<file path="src/rtl/vmx_pkg.sv">
package vmx_pkg;

   localparam int unsigned INSN_W      = 32;
   localparam int unsigned REG_IDX_W   = 5;
   localparam int unsigned BYTE_MASK_W = 16;
   localparam int unsigned SIZE_SEL_W  = 3;
   localparam int unsigned NUM_REG_SIZES = 5;

   localparam logic [5:0]  PRIMARY_OP     = 6'b000100;
   localparam logic [10:0] REG_FORM_XO    = 11'b11001000010;
   localparam logic [4:0]  IMM_FORM_XO    = 5'b01010;
   localparam logic [4:0]  SIZE_CODE_BASE = 5'b10000;

   typedef enum logic [1:0] {
      FORM_NONE = 2'd0,
      FORM_REG  = 2'd1,
      FORM_IMM  = 2'd2
   } form_e;

   typedef struct packed {
      logic                   hit;
      form_e                  form;
      logic [SIZE_SEL_W-1:0]  size_log2;
      logic [REG_IDX_W-1:0]   tgt;
      logic [BYTE_MASK_W-1:0] mask;
   } dec_t;

endpackage

</file>
<file path="src/rtl/vmx_decode.sv">
module vmx_decode
   import vmx_pkg::*;
#(
   parameter int unsigned MASK_W = BYTE_MASK_W
)(
   input  logic [INSN_W-1:0] insn,
   input  logic [MASK_W-1:0] src_mask,
   output dec_t              dec
);

   localparam logic [4:0] SIZE_CODE_LAST = SIZE_CODE_BASE + 5'(NUM_REG_SIZES - 1);

   logic       opc_ok;
   logic       reg_ok;
   logic       imm_ok;
   logic [4:0] size_code;
   logic [4:0] size_off;

   always_comb begin
      size_code = insn[20:16];
      size_off  = size_code - SIZE_CODE_BASE;
      opc_ok    = (insn[31:26] == PRIMARY_OP);
      reg_ok    = opc_ok && (insn[10:0] == REG_FORM_XO)
                  && (size_code >= SIZE_CODE_BASE)
                  && (size_code <= SIZE_CODE_LAST);
      imm_ok    = opc_ok && (insn[5:1] == IMM_FORM_XO);
   end

   always_comb begin
      dec           = '0;
      dec.form      = FORM_NONE;
      dec.tgt       = insn[25:21];
      if (reg_ok) begin
         dec.hit       = 1'b1;
         dec.form      = FORM_REG;
         dec.size_log2 = size_off[SIZE_SEL_W-1:0];
         dec.mask      = src_mask;
      end else if (imm_ok) begin
         dec.hit       = 1'b1;
         dec.form      = FORM_IMM;
         dec.size_log2 = '0;
         dec.mask      = {insn[15:6], insn[20:16], insn[0]};
      end
   end

endmodule

</file>
<file path="src/rtl/vmx_spread.sv">
module vmx_spread
   import vmx_pkg::*;
#(
   parameter int unsigned VEC_BYTES = 16,
   parameter int unsigned MASK_W    = BYTE_MASK_W
)(
   input  logic [MASK_W-1:0]     mask,
   input  logic [SIZE_SEL_W-1:0] size_log2,
   output logic [VEC_BYTES*8-1:0] vec
);

   localparam int unsigned VEC_W     = VEC_BYTES * 8;
   localparam int unsigned NUM_SIZES = $clog2(VEC_BYTES) + 1;

   logic [VEC_W-1:0] by_size [NUM_SIZES];

   // One candidate vector per element size; element e always follows mask
   // bit e, which places the low half of the used bits in the low 64 bits.
   for (genvar g = 0; g < NUM_SIZES; g++) begin : g_size
      localparam int unsigned ELEMS = VEC_BYTES >> g;
      localparam int unsigned EBITS = 8 << g;
      for (genvar e = 0; e < ELEMS; e++) begin : g_elem
         assign by_size[g][e*EBITS +: EBITS] = {EBITS{mask[e]}};
      end
   end

   always_comb begin
      vec = '0;
      for (int g = 0; g < NUM_SIZES; g++) begin
         if (size_log2 == SIZE_SEL_W'(g)) vec = by_size[g];
      end
   end

endmodule

</file>
<file path="src/rtl/vmx_out_stage.sv">
module vmx_out_stage #(
   parameter int unsigned VEC_W = 128,
   parameter int unsigned TGT_W = 5
)(
   input  logic             clk,
   input  logic             rst_n,
   input  logic             load,
   input  logic [TGT_W-1:0] tgt_d,
   input  logic [VEC_W-1:0] vec_d,
   output logic             valid_q,
   output logic [TGT_W-1:0] tgt_q,
   output logic [VEC_W-1:0] vec_q
);

   always_ff @(posedge clk) begin
      if (!rst_n) begin
         valid_q <= 1'b0;
         tgt_q   <= '0;
         vec_q   <= '0;
      end else begin
         valid_q <= load;
         tgt_q   <= load ? tgt_d : '0;
         vec_q   <= load ? vec_d : '0;
      end
   end

endmodule

</file>
<file path="src/rtl/vmask_expand_unit.sv">
module vmask_expand_unit
   import vmx_pkg::*;
#(
   parameter int unsigned SRC_W     = 64,
   parameter int unsigned VEC_BYTES = 16
)(
   input  logic                    clk,
   input  logic                    rst_n,
   input  logic                    in_valid,
   input  logic [INSN_W-1:0]       insn,
   input  logic [SRC_W-1:0]        src_op,
   output logic                    out_valid,
   output logic [REG_IDX_W-1:0]    out_tgt,
   output logic [VEC_BYTES*8-1:0]  out_vec
);

   localparam int unsigned VEC_W = VEC_BYTES * 8;

   // Parameter checks at elaboration.
   if (VEC_BYTES != BYTE_MASK_W) begin : g_bad_vec
      $error("vmask_expand_unit: VEC_BYTES must equal the byte-mask width");
   end
   if (SRC_W < BYTE_MASK_W) begin : g_bad_src
      $error("vmask_expand_unit: SRC_W must cover all mask bits");
   end

   // Operand bits above the widest mask never reach the datapath.
   if (SRC_W > BYTE_MASK_W) begin : g_src_hi
      logic unused_src_hi;
      assign unused_src_hi = ^src_op[SRC_W-1:BYTE_MASK_W];
   end

   dec_t             dec;
   logic [VEC_W-1:0] spread_vec;
   logic             load;

   vmx_decode #(
      .MASK_W (BYTE_MASK_W)
   ) u_decode (
      .insn     (insn),
      .src_mask (src_op[BYTE_MASK_W-1:0]),
      .dec      (dec)
   );

   vmx_spread #(
      .VEC_BYTES (VEC_BYTES),
      .MASK_W    (BYTE_MASK_W)
   ) u_spread (
      .mask      (dec.mask),
      .size_log2 (dec.size_log2),
      .vec       (spread_vec)
   );

   assign load = in_valid && dec.hit;

   vmx_out_stage #(
      .VEC_W (VEC_W),
      .TGT_W (REG_IDX_W)
   ) u_out (
      .clk     (clk),
      .rst_n   (rst_n),
      .load    (load),
      .tgt_d   (dec.tgt),
      .vec_d   (spread_vec),
      .valid_q (out_valid),
      .tgt_q   (out_tgt),
      .vec_q   (out_vec)
   );

endmodule

</file>
<file path="config.mk">
export PLATFORM = sky130hd
export DESIGN_NAME = vmask_expand_unit
export DESIGN_NICKNAME = d
export VERILOG_FILES = /design/src/rtl/vmx_pkg.sv /design/src/rtl/vmx_decode.sv /design/src/rtl/vmx_spread.sv /design/src/rtl/vmx_out_stage.sv /design/src/rtl/vmask_expand_unit.sv
export SDC_FILE = /design/constraint.sdc
export NUM_CORES = 1
export LEC_CHECK = 0
export ABC_AREA = 1
export BUFFER_PORTS_ARGS = -buffer_cell sky130_fd_sc_hd__buf_2
export CAP_MARGIN = 25
export CELL_PAD_IN_SITES_DETAIL_PLACEMENT = 0
export CELL_PAD_IN_SITES_GLOBAL_PLACEMENT = 1
export CORE_AREA = 2 2 105 107
export CTS_CLUSTER_DIAMETER = 50
export CTS_CLUSTER_SIZE = 10
export DETAILED_ROUTE_END_ITERATION = 10
export DIE_AREA = 0 0 107 109
export GPL_TIMING_DRIVEN = 0
export PLACE_DENSITY = 0.92
export SLEW_MARGIN = 0
export SYNTH_ARGS = -nofsm -noshare
export SYNTH_HDL_FRONTEND = slang
export SYNTH_SLANG_ARGS = --single-unit
</file>
<file path="constraint.sdc">
create_clock -name clk -period 1.5 [get_ports clk]
set_input_delay 0.15 -clock clk [delete_from_list [all_inputs] [get_ports clk]]
set_output_delay 0.15 -clock clk [all_outputs]
set_load 0.01 [all_outputs]
</file>
==> impl_metrics.csv <==
group,metric,value,unit
status,outcome,"finished clean",
yosys,seq_area_frac_synth,0.186,
detailed_routing,drt_drc_violations_left,0,
placed_design,buffer_ports.inserted,183,
flow_run,max_cap_viol_count,0,
sta,setup_viol,0,
detailed_routing,wirelength,6.60,mm
clock_tree,cts_hold_buf,0,
detailed_routing,wire_per_inst,9.74,microns
worst_setup_path,timing.critical_path.required,1.64,ns
sta,hold_viol,0,
global_route,number_of_global_route_vias_before_repair,2005,
worst_hold_path,worst_hold_path_type,"in -> reg",
placed_design,post_dp_cell_area,3460,sq um
die,die_wd,107,microns
clock_tree,cts_root_buffer,"sky130_fd_sc_hd__clkbuf_8",
worst_hold_path,number_of_stages_on_the_worst_hold_path,3,
yosys,synthSimpleGateAreaFrac,0.285,
worst_setup_path,critPathKind,"in -> reg",
sta,final_period_minus_worst_setup_slack,1.43,ns
yosys,synth_top_family_by_area,"buffers and inverters",
detailed_routing,via_count,2459,
yosys,synthMuxAreaShare,0,
layout,final-seq-area,440,sq um
layout,final.fill_count,1157,
yosys,syn_nets,445,
layout,drive_gt1_frac,0.625,
global_route,total_routing_usage_reported_by_global_routing,0.101,
yosys,postSynthAreaPerCell,6.84,sq um
global_route,grt_first_pass_wirelength,9.64,mm
placed_design,dp_worst_setup_slack,-0.147,ns
layout,layoutNonFillerInstCount,678,
yosys,post-synth-top-area-cell,"sky130_fd_sc_hd__buf_4",
placed_design,dp_cells,669,
yosys,synth.yosys.warnings,0,
detailed_routing,first_iter_violations,97,
sta,slew-limit-headroom,0.742,
yosys,synth_top_area_share,0.355,
layout,multi_input_area,852,sq um
sta,slew_viol_final,0,
clock_tree,cts.reportedPaths.clkPinSlew,0.07,ns
power,report.power.total,1.07,mW
sta,tightestPinTransition,0.385,ns
clock_tree,cts_made_buffers,3,
global_route,number_of_antenna_violations_at_the_first_check_in_global_routing,0,
yosys,synth_xor_area_frac,0,
global_route,gr-total-overflow,0,
placed_design,dp_hpwl,5.72,mm
detailed_routing,detailedRoute.firstPassIterationCount,4,
clock_tree,cts.htree.levels,1,
clock_tree,cts_tree,"built",
clock_tree,max-clock-path-buffers,2,
yosys,yosys.area_share.adder,0,
worst_hold_path,min_from,"insn[21]",
yosys,yosys.cell_types.count,32,
layout,finalNetCount,639,
clock_tree,clkSinkCount,22,
die,coreArea,10600,sq um
yosys,synth_top_cells_by_area,"sky130_fd_sc_hd__buf_4 36%, sky130_fd_sc_hd__dfxtp_1 19%, sky130_fd_sc_hd__nand2_1 11%",
power,power_density,299,nW/um^2
power,cellLeakagePower,2.53,nW
yosys,yosys_register_bits,22,
worst_setup_path,worst_ep_arrival_time,1.57,ns
die,top_level_pins,233,
detailed_routing,antenna_left,0,
worst_hold_path,min_delay_worst_endpoint,"u_out.tgt_q[0]",
layout,post-route-cell-area,3590,sq um
worst_setup_path,startpoint_type,"input port",
sta,final.period_utilization,0.955,
sta,max_freq,698,MHz
yosys,syn_inst,346,
sta,fin_ws,0.0670,ns
detailed_routing,avgViaCountPerCell,3.63,
sta,total_negative_slack_for_setup_checks,0,ns
yosys,netlist_area,2370,sq um
power,worst_ir_drop_vdd,0.201,mV
die,fp-row-count,38,
die,design.die.area,11700,sq um
yosys,synth-compound-area-share,0.0640,
die,dieHeight,109,microns
global_route,largest_net_degree_at_the_start_of_global_routing,12,
layout,antenna_cells,0,
die,start_util,0.223,
worst_setup_path,end_kind,"register",
worst_setup_path,timing.critical_path.fanout_max,7,
layout,synthToLayoutAreaGrowth,51.5,%
placed_design,routabilityCongestion,0.812,
[cell type report]
| class | count | area share |
|---|---|---|
| plain buffers | 118 | 0.258 |
| clock buffers | 3 | 0.0115 |
| inverters | 47 | 0.0492 |
| multi-input cells | 159 | 0.238 |
| flip-flops and latches | 22 | 0.123 |
| well taps | 140 | 0.0488 |
| repair buffers | 188 | 0.271 |
| repair inverters | 1 | 0.00140 |
[synthesized netlist by cell type]
master and n:
sky130_fd_sc_hd__buf_4 112, sky130_fd_sc_hd__nand2_1 70, sky130_fd_sc_hd__inv_1 43, sky130_fd_sc_hd__dfxtp_1 22, sky130_fd_sc_hd__nand3_1 19, sky130_fd_sc_hd__nor2_1 16, sky130_fd_sc_hd__o21ai_0 12, sky130_fd_sc_hd__nand4_1 8
sky130_fd_sc_hd__nand2_2 5, sky130_fd_sc_hd__inv_2 4, sky130_fd_sc_hd__o21ai_1 4, sky130_fd_sc_hd__buf_12 3, sky130_fd_sc_hd__nor2_2 3, sky130_fd_sc_hd__nor2_4 3, sky130_fd_sc_hd__nand2_4 2, sky130_fd_sc_hd__nand4_2 2
sky130_fd_sc_hd__nor3_1 2, sky130_fd_sc_hd__o211ai_1 2, sky130_fd_sc_hd__a21oi_1 1, sky130_fd_sc_hd__a21oi_4 1, sky130_fd_sc_hd__a31oi_1 1, sky130_fd_sc_hd__buf_2 1, sky130_fd_sc_hd__buf_6 1, sky130_fd_sc_hd__clkbuf_4 1
sky130_fd_sc_hd__nand3_2 1, sky130_fd_sc_hd__nand3b_1 1, sky130_fd_sc_hd__nand4_4 1, sky130_fd_sc_hd__nor2_8 1, sky130_fd_sc_hd__o21ai_2 1, sky130_fd_sc_hd__o21bai_1 1, sky130_fd_sc_hd__o31ai_2 1, sky130_fd_sc_hd__or2_1 1
[metrics by stage]
step / hold WS (ns) / util
after global routing: 0.103 / 0.338
final: 0.104 / 0.338
after floorplan: 0.262 / -
after global placement: 0.364 / 0.326
after CTS: 0.0963 / 0.330
after detailed placement: 0.370 / 0.326
[state kept, by name (all words and copies together), names as in the netlist]
signal / flops
u_out.tgt_q: 5
u_out.valid_q: 1
u_out.vec_q: 16
[report_power, final]
group	internal, mW	switching, mW	total, mW	leakage, nW
clock network	0.178	0.162	0.341	0.0216
logic	0.0670	0.0814	0.148	2.33
registers	0.584	0.00000343	0.584	0.177
[critical path, stage by stage]
cell                         delay (ns)
sky130_fd_sc_hd__buf_2             0.11
sky130_fd_sc_hd__nor2_4            0.13
sky130_fd_sc_hd__nand2_4           0.08
sky130_fd_sc_hd__nor2_8            0.12
sky130_fd_sc_hd__nand2_2           0.07
sky130_fd_sc_hd__nor2_4            0.21
sky130_fd_sc_hd__buf_12            0.16
sky130_fd_sc_hd__o31ai_4           0.11
sky130_fd_sc_hd__clkinvlp_2        0.10
sky130_fd_sc_hd__buf_4             0.12
sky130_fd_sc_hd__o21ai_1           0.08
sky130_fd_sc_hd__nand2_1           0.07
sky130_fd_sc_hd__nand2_1           0.06
[logic make-up after synthesis]
| kind of cell | count (synthesis) |
|---|---|
| simple gates | 135 |
| flops | 22 |
| buf+inv | 165 |
| compound gates | 24 |
[worst max path at each step]
stage              from         endpoint  slack, ns  cells past startpoint
5_1_grt        insn[30]  u_out.vec_q[95]     -0.003                     13
4_1_cts        insn[31]  u_out.vec_q[95]       0.13                     12
3_5_place_dp   insn[31]  u_out.vec_q[95]      -0.15                     12
6_report       insn[30]  u_out.vec_q[95]       0.07                     13
3_3_place_gp   insn[31]  u_out.vec_q[95]      -0.16                     12
2_1_floorplan  insn[31]  u_out.vec_q[71]       0.19                     11
[routing by layer]
metal	share of wire	vias up	GRT usage
met5	0	-	0
met4	0.022	0	0.0399
met3	0.083	10	0.0161
met2	0.48	112	0.182
met1	0.41	1001	0.122
li1	-	1336	-
[placed cells by master (no fill, tap or decap), drive strengths merged, types with 2 or more instances in the layout]
master / count
inv: 47
dfxtp: 22
nand4: 11
nand2: 77
buf: 304
clkbuf: 5
nand3: 20
nor2: 23
a21oi: 2
nor3: 2
o21ai: 17
o211ai: 2
[timing repair]
| action | 4_1_cts | 5_1_grt |
|---|---|---|
| endpoints found under the setup margin | 0 | 9 |
| resized for setup | 0 | 11 |
| buffers inserted | 0 | 4 |
(Power assumes the default switching activity.)
